===== config.mk =====
export PLATFORM = sky130hd
export DESIGN_NAME = tkr_regfile
export DESIGN_NICKNAME = d
export VERILOG_FILES = /design/src/rtl/tkr_pkg.sv /design/src/rtl/tkr_bus_decode.sv /design/src/rtl/tkr_ctrl_byte.sv /design/src/rtl/tkr_time_shadow.sv /design/src/rtl/tkr_read_mux.sv /design/src/rtl/tkr_regfile.sv
export SDC_FILE = /design/constraint.sdc
export NUM_CORES = 1
export LEC_CHECK = 0
export ABC_CLOCK_PERIOD_IN_PS = 2300
export BUFFER_PORTS_ARGS = -buffer_cell sky130_fd_sc_hd__buf_2
export CORE_MARGIN = 8
export CORE_UTILIZATION = 25
export DETAILED_ROUTE_END_ITERATION = 8
export HOLD_SLACK_MARGIN = 0.08
export SLEW_MARGIN = 20
export SYNTH_ARGS = -nofsm -noshare
export SYNTH_HDL_FRONTEND = slang
export SYNTH_SLANG_ARGS = --single-unit

===== constraint.sdc =====
create_clock -name clk -period 2.3 [get_ports clk]
set_input_delay 0.575 -clock clk [delete_from_list [all_inputs] [get_ports clk]]
set_output_delay 0.575 -clock clk [all_outputs]
set_load 0.1 [all_outputs]

===== src/rtl/tkr_pkg.sv =====
// Shared constants for the clock register interface: register indices
// inside the eight-byte clock window and bit positions of the control byte.
package tkr_pkg;
    localparam int BYTE_W   = 8;
    localparam int CENT_W   = 6;
    localparam int IDX_CTRL = 0;
    localparam int IDX_SEC  = 1;
    localparam int IDX_DAY  = 4;
    localparam int IDX_YEAR = 7;
    localparam int WHALT_BIT = 7;
    localparam int RHALT_BIT = 6;
    localparam int BATT_BIT  = 7;
endpackage


===== src/rtl/tkr_bus_decode.sv =====
// Bus decode: turns the CE/OE/WE strobes into a read qualifier and a
// single-cycle write event, and splits the address into the clock window
// or the RAM pass-through. Assumes NUM_CLK_REGS is a power of two, so the
// window is all-ones in the upper address bits.
module tkr_bus_decode #(
    parameter int ADDR_W       = 15,
    parameter int NUM_CLK_REGS = 8,
    localparam int IDX_W       = $clog2(NUM_CLK_REGS)
) (
    input  logic              clk,
    input  logic              rst_n,
    input  logic              bus_cs_n,
    input  logic              bus_oe_n,
    input  logic              bus_we_n,
    input  logic [ADDR_W-1:0] bus_addr,
    input  logic [7:0]        bus_wdata,
    output logic              in_clk,
    output logic [IDX_W-1:0]  reg_idx,
    output logic              rd_act,
    output logic              wr_fire,
    output logic              clk_wr_fire,
    output logic              ram_sel,
    output logic              ram_we,
    output logic [ADDR_W-1:0] ram_addr,
    output logic [7:0]        ram_wdata
);
    logic wr_act;
    logic wr_act_q;

    // Window match and register index within the window
    assign in_clk  = &bus_addr[ADDR_W-1:IDX_W];
    assign reg_idx = bus_addr[IDX_W-1:0];

    // Strobe qualifiers
    assign rd_act = ~bus_cs_n & ~bus_oe_n & bus_we_n;
    assign wr_act = ~bus_cs_n & ~bus_we_n;

    // Remember the write strobe so a held write acts once
    always_ff @(posedge clk) begin
        if (!rst_n) wr_act_q <= 1'b0;
        else        wr_act_q <= wr_act;
    end

    assign wr_fire     = wr_act & ~wr_act_q;
    assign clk_wr_fire = wr_fire & in_clk;

    // RAM pass-through below the clock window
    assign ram_sel   = ~bus_cs_n & ~in_clk;
    assign ram_we    = wr_act & ~in_clk;
    assign ram_addr  = bus_addr;
    assign ram_wdata = bus_wdata;
endmodule


===== src/rtl/tkr_ctrl_byte.sv =====
// Control byte: holds the write-halt and read-halt flags and the century
// field, applies the century update rules, decides when the snapshot copy
// may refresh and emits the one-cycle load toward the counters.
// Assumes ctrl_wr is a single-cycle write event.
module tkr_ctrl_byte
    import tkr_pkg::*;
(
    input  logic              clk,
    input  logic              rst_n,
    input  logic              ctrl_wr,
    input  logic [7:0]        wdata,
    input  logic              cnt_tick,
    input  logic [CENT_W-1:0] cnt_century,
    output logic              halt_w,
    output logic              halt_r,
    output logic [CENT_W-1:0] century,
    output logic              refresh,
    output logic              w_clear,
    output logic              ld_pulse,
    output logic [CENT_W-1:0] ld_century
);
    logic w_nx;
    logic r_nx;

    // Flag values after this cycle's write, if any
    assign w_nx    = ctrl_wr ? wdata[WHALT_BIT] : halt_w;
    assign r_nx    = ctrl_wr ? wdata[RHALT_BIT] : halt_r;
    assign w_clear = ctrl_wr & halt_w & ~wdata[WHALT_BIT];

    // Refresh only while running, never while a load is in flight
    assign refresh = cnt_tick & ~w_nx & ~r_nx & ~w_clear & ~ld_pulse;

    // Halt flags, century and load pulse
    always_ff @(posedge clk) begin
        if (!rst_n) begin
            halt_w     <= 1'b0;
            halt_r     <= 1'b0;
            century    <= '0;
            ld_pulse   <= 1'b0;
            ld_century <= '0;
        end else begin
            halt_w   <= w_nx;
            halt_r   <= r_nx;
            ld_pulse <= w_clear;
            if (w_clear) begin
                century    <= wdata[CENT_W-1:0];
                ld_century <= wdata[CENT_W-1:0];
            end else if (refresh) begin
                century <= cnt_century;
            end
        end
    end
endmodule


===== src/rtl/tkr_time_shadow.sv =====
// Snapshot copy of the seven time bytes: each byte takes a bus write or a
// counter refresh, the bus write having priority. The day byte never
// stores its top bit, which is supplied on read by the battery flag.
// Also captures the copy for the counter load.
module tkr_time_shadow
    import tkr_pkg::*;
#(
    parameter int NUM_CLK_REGS = 8,
    localparam int IDX_W       = $clog2(NUM_CLK_REGS),
    localparam int NUM_TIME    = NUM_CLK_REGS - 1,
    localparam int TIME_W      = NUM_TIME * BYTE_W
) (
    input  logic              clk,
    input  logic              rst_n,
    input  logic              byte_wr,
    input  logic [IDX_W-1:0]  reg_idx,
    input  logic [7:0]        wdata,
    input  logic              refresh,
    input  logic [TIME_W-1:0] cnt_time,
    input  logic              capture,
    output logic [TIME_W-1:0] shadow_time,
    output logic [TIME_W-1:0] ld_time
);
    for (genvar g = 0; g < NUM_TIME; g++) begin : g_byte
        localparam logic [7:0] KEEP = ((g + 1) == IDX_DAY) ? 8'h7F : 8'hFF;
        logic [7:0] byte_q;
        logic       hit;

        assign hit = byte_wr && (reg_idx == IDX_W'(g + 1));

        // Per-byte copy: bus write first, else counter refresh
        always_ff @(posedge clk) begin
            if (!rst_n)       byte_q <= '0;
            else if (hit)     byte_q <= wdata & KEEP;
            else if (refresh) byte_q <= cnt_time[g*BYTE_W +: BYTE_W] & KEEP;
        end

        assign shadow_time[g*BYTE_W +: BYTE_W] = byte_q;
    end

    // Capture the copy for the counter load
    always_ff @(posedge clk) begin
        if (!rst_n)       ld_time <= '0;
        else if (capture) ld_time <= shadow_time;
    end
endmodule


===== src/rtl/tkr_read_mux.sv =====
// Read data selection: control byte, time bytes with the battery flag
// overlaid on the day byte, or RAM data. Drives zero when not reading.
module tkr_read_mux
    import tkr_pkg::*;
#(
    parameter int NUM_CLK_REGS = 8,
    localparam int IDX_W       = $clog2(NUM_CLK_REGS),
    localparam int NUM_TIME    = NUM_CLK_REGS - 1,
    localparam int TIME_W      = NUM_TIME * BYTE_W
) (
    input  logic              rd_act,
    input  logic              in_clk,
    input  logic [IDX_W-1:0]  reg_idx,
    input  logic              halt_w,
    input  logic              halt_r,
    input  logic [CENT_W-1:0] century,
    input  logic [TIME_W-1:0] shadow_time,
    input  logic              batt_low,
    input  logic [7:0]        ram_rdata,
    output logic [7:0]        rdata,
    output logic              rdata_oe
);
    assign rdata_oe = rd_act;

    // Select the addressed byte
    always_comb begin
        rdata = '0;
        if (rd_act) begin
            if (!in_clk) begin
                rdata = ram_rdata;
            end else if (reg_idx == IDX_W'(IDX_CTRL)) begin
                rdata = {halt_w, halt_r, century};
            end else begin
                for (int k = 0; k < NUM_TIME; k++) begin
                    if (reg_idx == IDX_W'(k + 1)) rdata = shadow_time[k*BYTE_W +: BYTE_W];
                end
                if (reg_idx == IDX_W'(IDX_DAY)) rdata[BATT_BIT] = ~batt_low;
            end
        end
    end
endmodule


===== src/rtl/tkr_regfile.sv =====
// Double-buffered clock register interface. Maps the clock registers onto
// the top bytes of the address space, keeps a snapshot copy of the
// counters, implements the read-halt and write-halt flags and the deferred
// load, and passes lower addresses to a RAM port.
// Assumes one write event per CE/WE low period.
module tkr_regfile
    import tkr_pkg::*;
#(
    parameter int ADDR_W       = 15,
    parameter int NUM_CLK_REGS = 8
) (
    input  logic                                  clk,
    input  logic                                  rst_n,
    input  logic                                  bus_cs_n,
    input  logic                                  bus_oe_n,
    input  logic                                  bus_we_n,
    input  logic [ADDR_W-1:0]                     bus_addr,
    input  logic [7:0]                            bus_wdata,
    output logic [7:0]                            bus_rdata,
    output logic                                  bus_rdata_oe,
    output logic                                  ram_sel,
    output logic                                  ram_we,
    output logic [ADDR_W-1:0]                     ram_addr,
    output logic [7:0]                            ram_wdata,
    input  logic [7:0]                            ram_rdata,
    input  logic                                  cnt_tick,
    input  logic [(NUM_CLK_REGS-1)*BYTE_W-1:0]    cnt_time,
    input  logic [CENT_W-1:0]                     cnt_century,
    input  logic                                  batt_low,
    output logic                                  ld_pulse,
    output logic [(NUM_CLK_REGS-1)*BYTE_W-1:0]    ld_time,
    output logic [CENT_W-1:0]                     ld_century
);
    localparam int IDX_W  = $clog2(NUM_CLK_REGS);
    localparam int TIME_W = (NUM_CLK_REGS - 1) * BYTE_W;

    logic              in_clk;
    logic [IDX_W-1:0]  reg_idx;
    logic              rd_act;
    logic              wr_fire;
    logic              clk_wr_fire;
    logic              ctrl_wr;
    logic              halt_w;
    logic              halt_r;
    logic [CENT_W-1:0] century;
    logic              refresh;
    logic              w_clear;
    logic [TIME_W-1:0] shadow_time;

    assign ctrl_wr = clk_wr_fire && (reg_idx == IDX_W'(IDX_CTRL));

    tkr_bus_decode #(.ADDR_W(ADDR_W), .NUM_CLK_REGS(NUM_CLK_REGS)) u_dec (
        .clk(clk), .rst_n(rst_n),
        .bus_cs_n(bus_cs_n), .bus_oe_n(bus_oe_n), .bus_we_n(bus_we_n),
        .bus_addr(bus_addr), .bus_wdata(bus_wdata),
        .in_clk(in_clk), .reg_idx(reg_idx), .rd_act(rd_act),
        .wr_fire(wr_fire), .clk_wr_fire(clk_wr_fire),
        .ram_sel(ram_sel), .ram_we(ram_we), .ram_addr(ram_addr), .ram_wdata(ram_wdata)
    );

    tkr_ctrl_byte u_ctrl (
        .clk(clk), .rst_n(rst_n), .ctrl_wr(ctrl_wr), .wdata(bus_wdata),
        .cnt_tick(cnt_tick), .cnt_century(cnt_century),
        .halt_w(halt_w), .halt_r(halt_r), .century(century),
        .refresh(refresh), .w_clear(w_clear),
        .ld_pulse(ld_pulse), .ld_century(ld_century)
    );

    tkr_time_shadow #(.NUM_CLK_REGS(NUM_CLK_REGS)) u_shadow (
        .clk(clk), .rst_n(rst_n), .byte_wr(clk_wr_fire), .reg_idx(reg_idx),
        .wdata(bus_wdata), .refresh(refresh), .cnt_time(cnt_time),
        .capture(w_clear), .shadow_time(shadow_time), .ld_time(ld_time)
    );

    tkr_read_mux #(.NUM_CLK_REGS(NUM_CLK_REGS)) u_rmux (
        .rd_act(rd_act), .in_clk(in_clk), .reg_idx(reg_idx),
        .halt_w(halt_w), .halt_r(halt_r), .century(century),
        .shadow_time(shadow_time), .batt_low(batt_low), .ram_rdata(ram_rdata),
        .rdata(bus_rdata), .rdata_oe(bus_rdata_oe)
    );
endmodule


======== Word-level counts from Yosys, hierarchy flattened ========
Index checks and enable logic that the tools add are counted.
storage, ports and cells
  bits in registers ....................... 126
  latch bits .............................. 0
  RAM bits ................................ 0
  bits in read-only memories .............. 0
  input port bits ......................... 100
  output and inout bits ................... 97
  logic and storage cells ................. 92
  memories kept ........................... 0
cells by class
  add/subtract/negate cells ............... 0
  $mul .................................... 0
  divide/modulo/power cells ............... 0
  $lt $le $gt $ge ......................... 0
  equality and inequality tests ........... 7
  shift operators ......................... 0
  muxes and demuxes ....................... 29
  bitwise operators ....................... 24
  reductions and logical operators ........ 18
operators by type and width
  cell                  number
  $mux W8               22
  $reduce_bool A2 Y1    8
  $mux W7               2
  $and A1 B1 Y1         13
  $eq A3 B3 Y1 const B  4
  $mux W6               2
  $reduce_and A12 Y1    1
  $not A1 Y1            11
  $logic_and A1 B1 Y1   8
  $eq A3 B2 Y1 const B  2
  $eq A3 B1 Y1 const B  1
  $logic_not A3 Y1      1
  $mux W1               3

======== Longest topological paths before layout ========
  depth after elaboration ................. 13
  depth in mapped cells ................... 8
  mapped depth without buffers ............ 5

======== Modules after synthesis ========
Synthesis repeated with hierarchy kept, for this count alone.
second synthesis, totals
  cell total of the unflattened synthesis .. 646
  area total of the unflattened synthesis .. 6448.7 µm²
modules (own cells, without submodules)
  module           times used  cells an instance  area each (µm²)
  tkr_time_shadow  1           430                4708.3
  tkr_read_mux     1           109                763.2
  tkr_ctrl_byte    1           67                 646.9
  tkr_bus_decode   1           39                 315.3
  tkr_regfile      1           1                  15.0

======== Worst setup path before layout ========
Ideal clock, no wire load.
  path type ............................... in2out
  start point ............................. input port bus_addr[1]
  end point ............................... output port bus_rdata[3]
  arrival ................................. 3.707 ns
  slack ................................... -1.982 ns
  stages .................................. 6
  buffers on the path ..................... 2
  cells stage by stage .................... clkbuf_1 buf_1 nor3_1 a21oi_1 a222oi_1 a211oi_1
between the ends
  word-level cells in the longest chain between the ends .. 11
  elaborated cells between the ends (all ways) .. 18
  those cells by class .................... eq/ne: 7; mux: 10; reduce/logical: 1
RTL lines
  what                  RTL line            RTL
  start, declared       tkr_regfile.sv:17   input logic [ADDR_W-1:0] bus_addr,
  $eq A3 B1 Y1          tkr_read_mux.sv:35  if (reg_idx == IDX_W'(k + 1)) rdata = shadow_time[k*BYTE_W +: BYTE_W];
  $mux W8 (7 in a row)  tkr_read_mux.sv:35
  $mux W8 *             tkr_read_mux.sv:31  end else if (reg_idx == IDX_W'(IDX_CTRL)) begin
  $mux W8 *             tkr_read_mux.sv:29  if (!in_clk) begin
  $mux W8 *             tkr_read_mux.sv:28  if (rd_act) begin
  end, declared         tkr_regfile.sv:19   output logic [7:0] bus_rdata,
Mark *: on every way between the ends. The rest lies on a longest branch, timed or not.

======== Final worst setup path ========
  start point ............................. input port bus_addr[0]
  end point ............................... output port bus_rdata[4]
The elaborated chain is that of the path after synthesis.

==> metrics.md <==
| Metric | Value |
|---|---|
| Syn Nets | 869 |
| Worst Setup Start Kind | input pin |
| Cell Pwr Density | 649 nW/um2 |
| Total Wirelength | 26700 um |
| Die Width | 171 um |
| Asr flop ratio synth | 0% |
| H-tree level count | 4 |
| RR Startpoint | u_ctrl.halt_w$_SDFF_PN0_ |
| Hold/Removal Path Class | in2reg |
| Num CTS Buffers | 17 |
| GR Overflow Total | 0 |
| Ys Warns | 0 |
| Initial DRC count | 620 |
| Share of post-route cells with drive strength above 1 | 36.6% |
| # rows | 56 |
| Core area | 23500 um2 |
| Die H | 171 um |
| Number of global-route vias before repair | 6484 |
| Met2 track demand over resource | 27.5% |
| Unrepaired setup endpoints after global routing | yes |
| CTS Sinks | 126 |
| Cell mode on critical path | buf_12 |
| Synth Cell Area | 5980 um2 |
| Slew @ Worst Pin | 0.533 ns |
| Slew Limit Fails | 0 |
| Share of power burned in registers | 40.4% |
| Yosys cell types | 49 |
| CP Capture Type | output port |
| Psw | 1.58 mW |
| Largest net degree at the start of global routing | 56 |
| Hpwl dp | 19600 um |
| Worst-path clk slew | 0.06 ns |
| DR vias | 6681 |
| Combinational fraction of design power | 15.0% |
| Critical path type | in2out |
| First-pass GRT wire length | 39100 um |
| Root Driver | clkbuf_16 |
| M1 GR Usage | 23.0% |
| First-pass DRT Iterations | 5 |
| Clock buffer depth | 2 |
| Fin crit period | 2.65 ns |
| Sequential fraction of the synthesis area | 42.2% |
| Maximum fanout along the worst path | 5 |
| Worst-case clock skew | 0.00642 ns |
| Critical-path cell list | buf_12 -> nor2b_4 -> a22o_1 -> a221o_1 -> a222oi_1 -> buf_4 -> a211oi_4 -> buf_12 |
| Hold wc startpoint | cnt_time[48] |
| Failing checks | negative setup slack |
| Synth Instances | 769 |
| Syn avg cell area | 7.77 um2 |
| Max Cap Viol | 0 |
| Worst hold path depth | 3 |
| Antenna viol nets, final | 0 |
| ANT cells | 0 |
| R2R setup slack | 0.17 ns |
| Worst EP arrival | 2.07 ns |
| Vias per cell | 5.05 |
| R2R cell count | 8 |
| Most frequent cells in the layout | buf_2, nand2_1, dfxtp_1 |
| Max Freq | 378 MHz |
| Post-synth EDFFs | 0 |
| Die ar. | 29100 um2 |
| Hold EP | u_shadow.g_byte[6].byte_q[0]$_SDFFE_PN0P_ |
| Fin Setup TNS | -2.37 ns |
| DR DRC count | 0 |
| Port Buffers | 194 |
| Initial core utilization | 25.5% |
| VDD IR-drop max | 0.518 mV |
| Final period util | 115% |
| # nets final | 1093 |
| Slowest cell on crit path | a221o_1 |
| Crit path required time | 1.73 ns |
| GPL Wtd Cong | 0.866 |
| Status | complete, but fails checks |
| Final WS setup | -0.349 ns |
| Area growth from synthesis to layout | 47.3% |
| FF-to-FF End | u_shadow.ld_time[0]$_SDFFE_PN0P_ |
| CTS tree | done |
| Post-DR wirelength/cell | 20.2 um |
| GRT Resource Usage Total | 17.7% |
| P_int | 4.14 mW |
| Slew HR | 64.7% |
| Io pins | 197 |
| Final setup violating endpoints | 8 |
| GR Layer Usage met3 | 4.66% |
| #FFs+latches synth | 126 |
| Antenna violations before repair | 1 |
| Global route hottest layer | met2 |
| Sw frac | 27.6% |
| Placed instance area | 8020 um2 |
| Final hold viol count | 0 |
| Total power | 5.71 mW |
| Commonest non-fill, non-tap cell in the layout | buf_2 |
| Ys flop type | dfxtp_1 |
| Leak | 3.53 nW |
| Clock latency on the worst-skew pair | 0.43 ns |
| Finished Cell Area | 8800 um2 |
| Clock power share | 44.6% |
| # fillers | 2417 |
| CP peak stage delay | 0.32 ns |
| WHS | 0.405 ns |
cell usage after synthesis (4+ instances only):
master | n | area [um2]
nand2_1 | 136 | 510
dfxtp_1 | 126 | 2520
a21oi_1 | 124 | 621
o21ai_0 | 104 | 521
a31oi_1 | 61 | 382
buf_4 | 30 | 225
clkbuf_1 | 30 | 113
buf_2 | 20 | 100
o21ai_1 | 15 | 75.1
nor2_1 | 13 | 48.8
nor3_1 | 10 | 50.1
nand3_1 | 9 | 45.0
o22ai_1 | 7 | 43.8
nor2b_1 | 6 | 37.5
a211oi_1 | 5 | 37.5
mux4_2 | 5 | 113
a221o_1 | 4 | 40.0
a222oi_1 | 4 | 40.0
a22o_1 | 4 | 35.0
and2_1 | 4 | 25.0
clkbuf_2 | 4 | 20.0
inv_1 | 4 | 15.0
worst max path at each step:
| stage | start | end | slack (ns) | cells after the start |
|---|---|---|---|---|
| final | bus_addr[0] | bus_rdata[4] | -0.35 | 8 |
| after global routing | bus_addr[0] | bus_rdata[5] | -0.43 | 8 |
| after CTS | bus_addr[0] | bus_rdata[5] | -0.37 | 8 |
| after detailed placement | bus_addr[0] | bus_rdata[5] | -0.60 | 8 |
| after global placement | bus_addr[0] | bus_rdata[5] | -0.53 | 8 |
| after floorplan | bus_addr[13] | bus_rdata[2] | -0.63 | 4 |
registers in the layout, summed over array words and instances, names as in the netlist:
register / flops
u_shadow.ld_time: 55
u_ctrl.ld_century: 6
u_ctrl.century: 6
u_shadow.g_byte.byte_q: 55
u_ctrl.ld_pulse: 1
u_ctrl.halt_w: 1
u_ctrl.halt_r: 1
u_dec.wr_act_q: 1
per-stage QoR:
stage / instances / setup slack (ns) / util, %
after CTS: 1320 / -0.374 / 37.1
after global placement: 1287 / -0.532 / 34.2
after floorplan: 769 / -0.625 / -
after global routing: 1323 / -0.435 / 37.5
after detailed placement: 1287 / -0.603 / 34.2
final: 1323 / -0.349 / 37.5
power by group through the flow:
stage | Clock (mW) | Sequential [mW] | Combinational, mW
2_1_floorplan | 0 | 2.32 | 0.496
3_3_place_gp | 0 | 2.35 | 0.822
3_5_place_dp | 0 | 2.35 | 0.829
4_1_cts | 2.58 | 2.30 | 0.854
5_1_grt | 2.68 | 2.31 | 0.906
6_report | 2.55 | 2.31 | 0.860
kinds of logic after synthesis:
logic type,count (synthesis),synth area share [%]
DFF,126,42.2
buffers and inverters,95,8.48
other,1,0.0627
and+or+nand+nor,202,15.5
AOI/OAI and AO/OA,334,30.8
muxes,11,2.95
area by class of cell:
class	instances	area (um2)	share of cell area (%)
repair buffers	293	2180	24.7
clock buffers	23	488	5.54
inverters	7	32.5	0.370
flip-flops and latches	126	2520	28.7
well taps	319	399	4.53
clock inverters	7	62.6	0.711
multi-input cells	548	3120	35.4
layer usage:
metal | vias up | routed length [um]
met4 | 2 | 566
li1 | 3195 | -
met5 | - | 10
met3 | 36 | 2040
met2 | 275 | 12100
met1 | 3173 | 12000
what timing repair did:
| item | in CTS | in global routing |
|---|---|---|
| cloned | 0 | 2 |
| endpoints found under the setup margin | 8 | 30 |
| hold buffers | 0 | 0 |
| gates resized for setup | 36 | 7 |
| hold endpoints to repair | 0 | 0 |
| setup buffers | 3 | 1 |
| pin swaps | 19 | 6 |
critical path: cells and delay by family:
family,cells,cell delay (ns)
and+or+nand+nor,1,0.13
AOI/OAI and AO/OA,4,0.88
buffers and inverters,3,0.48
Power figures use the tool's default switching activity.
